===== src/rtl/pbs_pkg.sv =====
package pbs_pkg;
  // Strobes passed from the control to the datapath each cycle.
  typedef struct packed {
    logic       capture;  // load address and write data registers
    logic       advance;  // clock not frozen: move the read pipeline
    logic [3:0] commit;   // lanes to write into the array this edge
  } strobe_t;
endpackage


===== src/rtl/pbs_ctrl.sv =====
module pbs_ctrl
  import pbs_pkg::*;
#(
  parameter int LANES = 4
) (
  input  logic       clk,
  input  logic       rstN,
  input  logic       sleepIn,
  input  logic       cycleValid,
  input  logic       globalWrN,
  input  logic       byteWrEnN,
  input  logic [3:0] laneWrN,
  input  logic       outEnN,
  output strobe_t    strb,
  output logic       rdDrive
);
  logic             awake;
  logic [LANES-1:0] laneReq;
  logic [LANES-1:0] laneQ;
  logic             selQ;
  logic             driveQ;

  assign awake = ~sleepIn;

  // Three-level write decode: global write, then gate, then lanes.
  always_comb begin
    if (!globalWrN)      laneReq = '1;
    else if (!byteWrEnN) laneReq = ~laneWrN[LANES-1:0];
    else                 laneReq = '0;
  end

  generate
    if (LANES < 4) begin : gNarrow
      logic unusedStrobes;
      assign unusedStrobes = ^laneWrN[3:LANES];
    end
  endgenerate

  always_ff @(posedge clk) begin
    if (!rstN) begin
      selQ   <= 1'b0;
      laneQ  <= '0;
      driveQ <= 1'b0;
    end else if (awake) begin
      selQ   <= cycleValid;
      laneQ  <= cycleValid ? laneReq : '0;
      driveQ <= selQ & ~(|laneQ);
    end
  end

  always_comb begin
    strb.capture = awake & cycleValid;
    strb.advance = awake;
    strb.commit  = '0;
    if (awake) strb.commit[LANES-1:0] = laneQ;
  end

  assign rdDrive = driveQ & ~outEnN;

  assert_gw_all_R1: assert property (@(posedge clk) disable iff (!rstN)
    (awake && cycleValid && !globalWrN) |=> (&laneQ));

  assert_gate_block_R2: assert property (@(posedge clk) disable iff (!rstN)
    (awake && globalWrN && byteWrEnN) |=> (laneQ == '0));

  assert_write_hiz_R5: assert property (@(posedge clk) disable iff (!rstN)
    (awake && (|laneQ)) |=> !driveQ);

  assert_deselect_R7: assert property (@(posedge clk) disable iff (!rstN)
    (awake && !cycleValid) ##1 awake |=> !driveQ);

  assert_sleep_drive_R8: assert property (@(posedge clk) disable iff (!rstN)
    sleepIn |=> $stable(driveQ));
endmodule


===== src/rtl/pbs_datapath.sv =====
module pbs_datapath
  import pbs_pkg::*;
#(
  parameter int DEPTH  = 16,
  parameter int DATA_W = 36,
  localparam int LANES = DATA_W / 9,
  localparam int AW    = $clog2(DEPTH)
) (
  input  logic              clk,
  input  logic              rstN,
  input  strobe_t           strb,
  input  logic [AW-1:0]     addrIn,
  input  logic [DATA_W-1:0] wrData,
  output logic [DATA_W-1:0] rdData
);
  localparam int PAR_BASE = 8 * LANES;

  logic [DATA_W-1:0] mem [DEPTH];
  logic [AW-1:0]     addrQ;
  logic [DATA_W-1:0] dataQ;
  logic [DATA_W-1:0] outQ;
  logic [DATA_W-1:0] laneBits;
  logic [DATA_W-1:0] curWord;
  logic [DATA_W-1:0] mergedWord;

  always_comb begin
    laneBits = '0;
    for (int l = 0; l < LANES; l++) begin
      if (strb.commit[l]) begin
        laneBits[8*l +: 8]     = 8'hFF;
        laneBits[PAR_BASE + l] = 1'b1;
      end
    end
  end

  assign curWord    = mem[addrQ];
  assign mergedWord = (curWord & ~laneBits) | (dataQ & laneBits);

  always_ff @(posedge clk) begin
    if (!rstN) begin
      addrQ <= '0;
      dataQ <= '0;
    end else if (strb.capture) begin
      addrQ <= addrIn;
      dataQ <= wrData;
    end
  end

  always_ff @(posedge clk) begin
    if (|strb.commit) mem[addrQ] <= mergedWord;
  end

  always_ff @(posedge clk) begin
    if (!rstN)             outQ <= '0;
    else if (strb.advance) outQ <= curWord;
  end

  assign rdData = outQ;

  assert_sleep_hold_R8: assert property (@(posedge clk) disable iff (!rstN)
    !strb.advance |=> $stable(outQ));

  assert_no_commit_asleep_R8: assert property (@(posedge clk) disable iff (!rstN)
    !strb.advance |-> (strb.commit == 4'b0));
endmodule


===== src/rtl/pipe_bw_sram.sv =====
module pipe_bw_sram
  import pbs_pkg::*;
#(
  parameter int DEPTH  = 16,
  parameter int DATA_W = 36,
  localparam int LANES = DATA_W / 9,
  localparam int AW    = $clog2(DEPTH)
) (
  input  logic              clk,
  input  logic              rstN,
  input  logic              sleepIn,
  input  logic              cycleValid,
  input  logic [AW-1:0]     addrIn,
  input  logic              globalWrN,
  input  logic              byteWrEnN,
  input  logic [3:0]        laneWrN,
  input  logic [DATA_W-1:0] wrData,
  input  logic              outEnN,
  output logic [DATA_W-1:0] rdData,
  output logic              rdDrive
);
  strobe_t strb;

  initial begin
    assert_width_cfg: assert (DATA_W == 36 || DATA_W == 18);
  end

  pbs_ctrl #(.LANES(LANES)) uCtrl (
    .clk(clk), .rstN(rstN), .sleepIn(sleepIn), .cycleValid(cycleValid),
    .globalWrN(globalWrN), .byteWrEnN(byteWrEnN), .laneWrN(laneWrN),
    .outEnN(outEnN), .strb(strb), .rdDrive(rdDrive)
  );

  pbs_datapath #(.DEPTH(DEPTH), .DATA_W(DATA_W)) uData (
    .clk(clk), .rstN(rstN), .strb(strb), .addrIn(addrIn),
    .wrData(wrData), .rdData(rdData)
  );

  assert_reset_drive_R11: assert property (@(posedge clk)
    !rstN |=> !rdDrive);
endmodule


===== config.mk =====
export PLATFORM = sky130hd
export DESIGN_NAME = pipe_bw_sram
export DESIGN_NICKNAME = d
export VERILOG_FILES = /design/src/rtl/pbs_pkg.sv /design/src/rtl/pbs_ctrl.sv /design/src/rtl/pbs_datapath.sv /design/src/rtl/pipe_bw_sram.sv
export SDC_FILE = /design/constraint.sdc
export NUM_CORES = 1
export LEC_CHECK = 0
export BUFFER_PORTS_ARGS = -buffer_cell sky130_fd_sc_hd__buf_2
export CORE_ASPECT_RATIO = 0.9
export CORE_MARGIN = 2
export CORE_UTILIZATION = 55
export CTS_CLUSTER_SIZE = 28
export DETAILED_ROUTE_END_ITERATION = 10
export PLACE_DENSITY = 0.72
export SYNTH_ARGS = -nofsm -noshare
export SYNTH_HDL_FRONTEND = slang
export SYNTH_SLANG_ARGS = --single-unit

===== constraint.sdc =====
create_clock -name clk -period 5.9 [get_ports clk]
set_clock_uncertainty 0.1 [all_clocks]
set_input_delay 0.885 -clock clk [delete_from_list [all_inputs] [get_ports clk]]
set_output_delay 0.885 -clock clk [all_outputs]
set_load 0.05 [all_outputs]

==> summary.txt, run 1 <==
Yosys
  • Post-synth EDFFs: 576
  • Count leader, synth: edfxtp_1
  • Syn_nets: 1,521
  • Synth top cells by count: edfxtp_1 (576), nand2_1 (159), mux2i_1 (145), dfxtp_1 (86)
  • Synth top area share: 67.7%
  • Post-Syn Area: 25,600 um2
  • Syn avg cell area: 17.4 um2
  • Seq/Total Area, Yosys: 74.4%
  • Synth area leader: edfxtp_1
  • Post-synth ARST share: 0%
  • Synth top area cells: edfxtp_1 (68%), dfxtp_1 (6.7%), mux4_2 (6.3%)
  • Post-Syn Instances: 1,470
  • Most used DFF post-synth: edfxtp_1
  • Synth cell types: 30
  • Synth warnings: 0
  • Synth Register Bits: 662

Detailed routing
  • Vias per cell: 6.25
  • DRC viols: 0
  • Routed WL: 60.7 mm
  • Drt initial violations: 1,438
  • Number of nets with antenna violations after routing: 0
  • Via count: 13,900
  • DRT Pass-1 Iters: 6
  • WL/cell: 27.4 um

Power and ir drop
  • Leak: 8.98 nW
  • Sw Ratio: 21.9%
  • Total Power: 9.95 mW
  • PwrDens: 347 nW/um2
  • Reported net switching power: 2.18 mW
  • Register share of total power: 53.8%
  • Cell-internal power: 7.77 mW
  • Gate power share: 6.2%
  • Clock network fraction of total power: 40.0%
  • VDD IR-drop max: 271 uV

Clocking
  • Post-CTS Hold Buffers: 0
  • Post-CTS Setup Inserts: 0
  • CTS Root Buffer Type: clkbuf_16
  • Inserted Clock Buffers: 61
  • Sinks on Clock Net: 662
  • Post-cts repair resize count: 0
  • Clk buf depth: 3
  • Worst-skew pair later-pin latency: 0.63 ns
  • CTS tree: yes
  • CTS clk-pin slew, worst paths: 0.06 ns
  • H-tree lvl count: 2

Final layout
  • Design Area, Final: 28,700 um2
  • Layout cells sized above 1: 21.2%
  • Layout Area Growth over Synthesis: 12.2%
  • Final nets: 1,610

Worst setup path
  • Data arrival time of the worst path: 3.79 ns
  • WP data required: 6.03 ns
  • Setup crit end kind: flop
  • CP Max Fanout: 45
  • Crit path kind: reg -> reg
  • CP Launch Type: flop

Placed design
  • GPL Wtd Cong: 0.758
  • Post-DP Area: 26,600 um2
  • Worst slack at placement: 2.05 ns
  • Dpl hpwl: 31.9 mm
  • Number of port buffers: 87

Timing
  • Max Fclk: 274 MHz
  • Worst Tran Pin Value: 1.25 ns
  • Final setup fails: 0
  • Min cycle time layout: 3.66 ns
  • Slew margin rel.: 16.5%
  • RSZ-0062 raised after global routing: false
  • Final Hold Fails: 0
  • Period utilization: 61.9%
  • Final WS setup: 2.24 ns
  • Fin Hold WS: 0.370 ns
  • Slew Viols, Final: 0
  • Post-Route Setup TNS: 0 ns

Floorplanning
  • Die Span X: 231 um
  • Die height: 209 um
  • I/O Pins: 88
  • Core area: 45,600 um2
  • Core Rows: 74
  • Initial Util: 56.0%
  • Die area: 48,200 um2

Global routing
  • Largest net degree at the start of global routing: 83
  • First-pass GRT wire length: 89.3 mm
  • Grt ovf: 0
  • Grt peak-use layer: met2
  • Met1 Usage GRT: 35.1%
  • Vias in the first global route: 13,900
  • Met2 usage: 41.5%
  • Met3 usage: 4.67%
  • GRT Resource Usage Total: 25.6%
  • Initial antenna violation count: 2

Flow run
  • Max-cap violations: 0

Status
  • Run status: complete, no violations

Hold path
  • Hold WC Path Type: reg -> reg
-- layout by cell type (no fill, tap or decap), drive strengths merged --
cell type	n
clkinvlp	1
nor2b	8
a21boi	41
diode	1
nor2	50
a22oi	4
nand3b	2
a31oi	72
nand3	1
bufinv	7
o21ai	76
or4	1
nor4	1
nand2	159
a221oi	36
dfxtp	86
mux4	72
mux2i	145
inv	3
o2111ai	36
nand2b	2
nor3b	1
edfxtp	576
and2	1
clkinv	24
nor3	4
clkbuf	82
buf	120
-- registers in the layout (all words and copies together), names as in the netlist, named ones only --
name / flops
uData.mem: 576
uData.rdData: 36
uCtrl.laneQ: 4
uCtrl.driveQ: 1
uData.addrQ: 4
uCtrl.selQ: 1
uData.dataQ: 36
-- through the flow --
step	util (%)	cells
final	62.8	2220
after global routing	62.8	2220
after CTS	62.8	2219
after detailed placement	58.4	2104
after global placement	58.4	2104
after floorplan	-	1470
-- worst max-delay path, stage by stage, from the launching register on --
cell and delay [ns]:
dfxtp_2 0.74, buf_4 0.69, nor2_1 0.39, nand2_1 0.15
o2111ai_1 0.16, a31oi_1 0.98
-- kinds of logic after synthesis --
kind of cell / after synthesis / synth area share, %
flip-flops: 662 / 74.4
AO/OA/AOI/OAI: 265 / 7.80
multiplexers: 217 / 12.0
AND/OR/NAND/NOR: 230 / 3.58
buffers and inverters: 96 / 2.19
-- power by group through the flow --
stage          Combinational, mW  Clock (mW)  Sequential [mW]
6_report                   0.621        3.98             5.35
5_1_grt                    0.670        4.20             5.36
4_1_cts                    0.619        4.02             5.35
3_5_place_dp               0.615           0             5.45
3_3_place_gp               0.594           0             5.45
2_1_floorplan              0.380           0             5.48
-- metal layers --
metal	vias to the layer above	share of wire (%)
li1	6035	-
met1	7123	40
met2	602	49
met3	108	8.2
met4	0	2.9
met5	-	0
-- worst paths after layout --
kind                                start                           end  slack, ns  depth (start not counted)
min reg2reg  uData.dataQ[12]$_SDFFE_PN0P_  uData.dataQ[12]$_SDFFE_PN0P_       0.37                          2
min          uData.dataQ[12]$_SDFFE_PN0P_  uData.dataQ[12]$_SDFFE_PN0P_       0.37                          2
max                                  flop   uData.mem[10][28]$_DFFE_PP_       2.24                          5
max reg2reg                          flop   uData.mem[10][28]$_DFFE_PP_       2.24                          5
-- layout make-up --
type	count	area, um2
Clock inverter	33	347
Antenna cell	1	2.50
Multi-Input combinational cell	712	6110
Inverter	2	7.51
Fill cell	3168	17000
Sequential cell	662	19000
Timing Repair Buffer	120	733
Clock buffer	82	1680
Tap cell	608	761
No activity file was read; power rests on OpenSTA's default activity.
==> run 2: changes to the inputs <==
- clock period: 5.9 -> 3.6 ns (I/O delays scaled with it)
==> summary.txt, run 2 (synthesis results as in run 1) <==
Status
  • Run status: complete, no violations

Detailed routing
  • DRC viols: 0 (unchanged)
  • Routed WL: 59.3 mm (-2.4%)
  • WL/cell: 26.1 um (-4.7%)
  • DRT Pass-1 Iters: 5 (-1)
  • Number of nets with antenna violations after routing: 0 (unchanged)
  • Drt initial violations: 1,503 (+4.5%)
  • Vias per cell: 6.19 (-0.84%)
  • Via count: 14,100 (+1.6%)

Hold path
  • Hold endpoint: uData.dataQ[24]$_SDFFE_PN0P_
  • Hold WC Path Type: in -> reg
  • WHS Path Cells: 3 (+1)
  • Min-Delay Startpoint: wrData[24]

Timing
  • Final Hold Fails: 0 (unchanged)
  • Final setup fails: 0 (unchanged)
  • Worst Tran Pin Value: 1.32 ns (+0.0700 ns)
  • Fin Hold WS: 0.0477 ns (-0.322 ns)
  • Max Fclk: 317 MHz (+16%)
  • Min cycle time layout: 3.16 ns (-0.497 ns)
  • Slew Viols, Final: 0 (unchanged)
  • Post-Route Setup TNS: 0 ns (unchanged)
  • RSZ-0062 raised after global routing: false
  • Period utilization: 87.7% (+26 points)
  • Slew margin rel.: 11.8% (-4.7 points)

Clocking
  • Post-CTS Setup Inserts: 0 (unchanged)
  • Clk buf depth: 3 (unchanged)
  • Inserted Clock Buffers: 61 (unchanged)
  • H-tree lvl count: 2 (unchanged)
  • CTS tree: yes
  • Sinks on Clock Net: 662 (unchanged)
  • CTS clk-pin slew, worst paths: 0.06 ns (about the same)
  • Post-CTS Hold Buffers: 0 (unchanged)
  • Post-cts repair resize count: 0 (unchanged)
  • CTS Root Buffer Type: clkbuf_16
  • Worst-skew pair later-pin latency: 0.64 ns (about the same)

Worst setup path
  • CP Launch Type: flop
  • Reg-to-reg slack, setup: 0.44 ns (-1.80 ns)
  • FF-to-FF End: uData.mem[0][35]$_DFFE_PP_
  • Setup crit end kind: flop
  • CP Max Fanout: 22 (-51%)
  • Crit path kind: reg -> reg
  • R2R cell count: 5 (unchanged)
  • Data arrival time of the worst path: 3.29 ns (-0.50 ns)
  • WP data required: 3.73 ns (-2.30 ns)

Power and ir drop
  • Gate power share: 6.8% (+0.6 points)
  • Cell-internal power: 12.7 mW (+63%)
  • Clock network fraction of total power: 39.3% (-0.7 points)
  • Leak: 9.26 nW (+3.1%)
  • Sw Ratio: 22.0% (+0.039 points)
  • VDD IR-drop max: 406 uV (+50%)
  • Reported net switching power: 3.57 mW (+64%)
  • Register share of total power: 53.9% (about the same)
  • PwrDens: 555 nW/um2 (+60%)

Placed design
  • Dpl hpwl: 34.6 mm (+8.5%)
  • GPL Wtd Cong: 0.802 (+5.8%)
  • Number of port buffers: 87 (unchanged)

Global routing
  • First-pass GRT wire length: 88.3 mm (-1.1%)
  • GRT Resource Usage Total: 24.8% (-0.75 points)
  • Vias in the first global route: 14,000 (+0.63%)
  • Largest net degree at the start of global routing: 83 (unchanged)
  • Initial antenna violation count: 0 (-2)
  • Grt ovf: 0 (unchanged)

Floorplanning
  • Core Rows: 74 (unchanged)
  • Core area: 45,600 um2 (unchanged)
  • Die Span X: 231 um (unchanged)
  • Initial Util: 56.0% (unchanged)
  • Die area: 48,200 um2 (unchanged)
  • I/O Pins: 88 (unchanged)
  • Die height: 209 um (unchanged)

Final layout
  • Diode count: 0 (-1)
  • Layout Area Growth over Synthesis: 14.5%
  • Most frequent cells in the layout: edfxtp_1 (576), nand2_1 (158), mux2i_1 (145), buf_2 (87), dfxtp_1 (82)
  • Most common cell after layout, fill and taps aside: edfxtp_1
  • Max reg flops: 576 (unchanged)
  • Layout cells sized above 1: 23.3% (+2.2 points)
  • Final nets: 1,664 (+3.4%)
  • Largest register by flop count: uData.mem

Flow run
  • Max-cap violations: 0 (unchanged)
run 2: changes by cell type in the layout (fill, tap and decap cells not counted):
cell       change
clkinv_1       -3
clkinv_4       -2
nor3_2         -4
clkinv_2       -7
buf_4         +37
clkbuf_16      -2
nor3_4         +4
diode_2        -1
bufinv_16      -2
clkbuf_8       +5
clkinv_8       +2
buf_12        +17
clkbuf_1      +10
run 2: worst max-delay path: stages, from the launching register on:
cell and delay (ns):
dfxtp_4 0.63, buf_12 0.27, mux2i_1 0.10, a221oi_1 0.33
o21ai_1 0.22, a31oi_1 1.08
run 2: routing by layer:
metal,part of all wire (%),global-route usage (%),wire [um]
met1,42,35.4,24800
met2,47,39.2,28100
met3,8.1,4.58,4780
met4,2.6,7.79,1540
met5,0,0,0
run 2: layout make-up:
| type | instances | area, um2 |
|---|---|---|
| clock buffer | 95 | 1730 |
| tap | 608 | 761 |
| multi-input combinational | 712 | 6140 |
| inverter | 2 | 7.51 |
| fill | 3106 | 16400 |
| sequential | 662 | 19000 |
| timing repair buffer | 174 | 1350 |
| clock inverter | 21 | 255 |
run 2: worst max path at each step:
stage | startpoint | to | cells past startpoint
final | flop | uData.mem[0][35]$_DFFE_PP_ | 5
after global routing | flop | uData.mem[15][4]$_DFFE_PP_ | 6
after CTS | flop | uData.mem[11][4]$_DFFE_PP_ | 6
after detailed placement | flop | uData.mem[11][4]$_DFFE_PP_ | 6
after global placement | flop | uData.mem[10][4]$_DFFE_PP_ | 6
after floorplan | sleepIn | uData.mem[1][0]$_DFFE_PP_ | 3
run 2: power by group through the flow:
stage	registers (mW)	logic [mW]	clock network [mW]
3_5_place_dp	8.92	1.10	0
4_1_cts	8.75	1.10	6.45
6_report	8.75	1.11	6.38
3_3_place_gp	8.91	1.06	0
2_1_floorplan	8.98	0.623	0
5_1_grt	8.76	1.19	6.73
run 2: metrics by stage:
| step | std cells | util, % | instance area, um2 | setup WS, ns | power (mW) |
|---|---|---|---|---|---|
| floorplan | 1470 | - | 25600 | 0.238 | 9.61 |
| global placement | 2158 | 59.8 | 27300 | 0.561 | 9.97 |
| detailed placement | 2158 | 59.8 | 27300 | 0.499 | 10.0 |
| CTS | 2274 | 64.1 | 29300 | 0.440 | 16.3 |
| global route | 2274 | 64.1 | 29300 | 0.180 | 16.7 |
| finish | 2274 | 64.1 | 29300 | 0.442 | 16.2 |
==> run 3: changes to the inputs <==
- BUFFER_PORTS_ARGS: -buffer_cell sky130_fd_sc_hd__buf_2 -> -buffer_cell sky130_fd_sc_hd__buf_4
- SETUP_SLACK_MARGIN: not set -> 0.05
==> summary.txt, run 3 (synthesis results as in run 1) <==
Global routing
  • Largest net degree at the start of global routing: 83 (unchanged)
  • Vias in the first global route: 14,300 (+2.0%)
  • Met3 usage: 4.47% (-0.11 points)
  • Met1 Usage GRT: 35.3% (-0.093 points)
  • GRT Resource Usage Total: 25.3% (+0.41 points)
  • First-pass GRT wire length: 89.8 mm (+1.7%)
  • Grt ovf: 0 (unchanged)
  • Initial antenna violation count: 1 (+1)
  • Met2 usage: 40.9% (+1.7 points)
  • Grt peak-use layer: met2

Floorplanning
  • Initial Util: 56.0% (unchanged)
  • I/O Pins: 88 (unchanged)
  • Die height: 209 um (unchanged)
  • Die area: 48,200 um2 (unchanged)
  • Die Span X: 231 um (unchanged)
  • Core Rows: 74 (unchanged)
  • Core area: 45,600 um2 (unchanged)

Timing
  • Max Fclk: 319 MHz (+0.90%)
  • Worst Tran Pin Value: 1.34 ns (+0.0238 ns)
  • Final setup fails: 0 (unchanged)
  • Final WS setup: 0.470 ns (+0.0282 ns)
  • Min cycle time layout: 3.13 ns (-0.0282 ns)
  • Period utilization: 86.9% (-0.78 points)
  • Post-Route Setup TNS: 0 ns (unchanged)
  • Slew Viols, Final: 0 (unchanged)
  • RSZ-0062 raised after global routing: false
  • Final Hold Fails: 0 (unchanged)
  • Slew margin rel.: 10.3% (-1.6 points)

Placed design
  • Worst slack at placement: 0.541 ns (+0.0418 ns)
  • Dpl cells: 2,151 (-0.32%)
  • Dpl hpwl: 35.0 mm (+1.1%)
  • GPL Wtd Cong: 0.785 (-2.1%)
  • Post-DP Area: 27,400 um2 (+0.47%)
  • Number of port buffers: 87 (unchanged)

Final layout
  • Fin cells: 2,267 (-0.31%)
  • Most frequent cells in the layout: edfxtp_1 (576), nand2_1 (158), buf_4 (149), mux2i_1 (145), dfxtp_1 (82)
  • Max reg flops: 576 (unchanged)
  • Layout cells sized above 1: 23.2% (-0.14 points)
  • Most common cell after layout, fill and taps aside: edfxtp_1
  • Design Area, Final: 29,400 um2 (+0.56%)
  • Largest register by flop count: uData.mem
  • Diode count: 0 (unchanged)
  • Final nets: 1,657 (-0.42%)
  • Layout Area Growth over Synthesis: 15.2%

Clocking
  • Inserted Clock Buffers: 61 (unchanged)
  • Post-CTS Setup Inserts: 0 (unchanged)
  • Worst-skew pair later-pin latency: 0.62 ns (-0.02 ns)
  • Post-cts repair resize count: 0 (unchanged)
  • Clk buf depth: 3 (unchanged)
  • CTS clk-pin slew, worst paths: 0.06 ns (about the same)
  • Sinks on Clock Net: 662 (unchanged)
  • CTS tree: yes
  • CTS Root Buffer Type: clkbuf_16
  • Post-CTS Hold Buffers: 0 (unchanged)
  • H-tree lvl count: 2 (unchanged)

Power and ir drop
  • PwrDens: 557 nW/um2 (+0.32%)
  • VDD IR-drop max: 395 uV (-2.7%)
  • Leak: 9.30 nW (+0.45%)

Worst setup path
  • Data arrival time of the worst path: 3.27 ns (-0.02 ns)
  • CP Cell Sequence: buf_12 > buf_4 > mux2i_1 > a221oi_2 > o21ai_1 > a31oi_1
  • CP Max Fanout: 30 (+36%)
  • Slowest-stage cell, CP: a31oi_1
  • R2R cell count: 6 (+1)
  • CP Launch Type: flop
  • WP data required: 3.74 ns (about the same)
  • Worst path max stage delay: 1.04 ns (-0.04 ns)
  • Setup crit end kind: flop
  • CP Depth: 6 (+1)
  • Worst path bufs/invs: 2 (+1)
  • Crit path kind: reg -> reg
  • Crit path max-delay family: compound AO/OA/AOI/OAI gates

Detailed routing
  • Drt initial violations: 1,548 (+3.0%)
  • Vias per cell: 6.23 (+0.54%)
  • Number of nets with antenna violations after routing: 0 (unchanged)
  • Routed WL: 60.0 mm (+1.2%)
  • Via count: 14,100 (+0.23%)
  • DRC viols: 0 (unchanged)
  • DRT Pass-1 Iters: 5 (unchanged)
  • WL/cell: 26.5 um (+1.5%)

Status
  • Run status: complete, no violations

Hold path
  • Hold WC Path Type: in -> reg
  • WHS Path Cells: 3 (unchanged)

Flow run
  • Max-cap violations: 0 (unchanged)
run 3: cell count changes in the layout (fill, tap and decap cells not counted), moves of 3 or more:
| cell | previous run | this run |
|---|---|---|
| buf_12 | 21 | 18 |
| buf_2 | 87 | 0 |
| clkbuf_1 | 26 | 19 |
| buf_4 | 66 | 149 |
| clkinv_1 | 3 | 8 |
| clkinv_2 | 9 | 12 |
run 3: per-stage QoR:
stage	hold slack [ns]	total power, mW	utilization [%]
after CTS	0.0580	16.4	64.5
after global placement	0.358	10.0	60.1
final	0.0768	16.4	64.5
after global routing	0.0819	16.8	64.5
after detailed placement	0.360	10.0	60.1
after floorplan	0.344	9.61	-
run 3: final timing paths:
kind,startpoint,slack [ns],endpoint
worst max-delay path,flop,0.47,uData.mem[7][22]$_DFFE_PP_
worst min-delay path,wrData[26],0.08,uData.dataQ[26]$_SDFFE_PN0P_
worst max register to register,flop,0.47,uData.mem[7][22]$_DFFE_PP_
worst min register to register,uData.dataQ[28]$_SDFFE_PN0P_,0.37,uData.dataQ[28]$_SDFFE_PN0P_
run 3: power by group:
group,internal [mW],switching [mW]
Sequential,8.67,0.0815
Clock,3.76,2.74
Combinational,0.371,0.770
Total,12.8,3.59
run 3: tightest hold or removal path, stage by stage:
cell and delay [ns]:
buf_4 0.11, nand2_1 0.04, a21boi_0 0.06
run 3: layout make-up:
class | count | area (um2)
Multi-Input combinational cell | 712 | 6140
Fill cell | 3135 | 16200
Timing Repair Buffer | 167 | 1480
Clock buffer | 88 | 1730
Inverter | 2 | 7.51
Tap cell | 608 | 761
Sequential cell | 662 | 19000
Clock inverter | 28 | 288
run 3: per-layer routing:
layer,routed length (um),up-vias
met5,0,-
met2,29000,664
met4,1500,0
met1,24700,7203
met3,4840,106
li1,-,6145
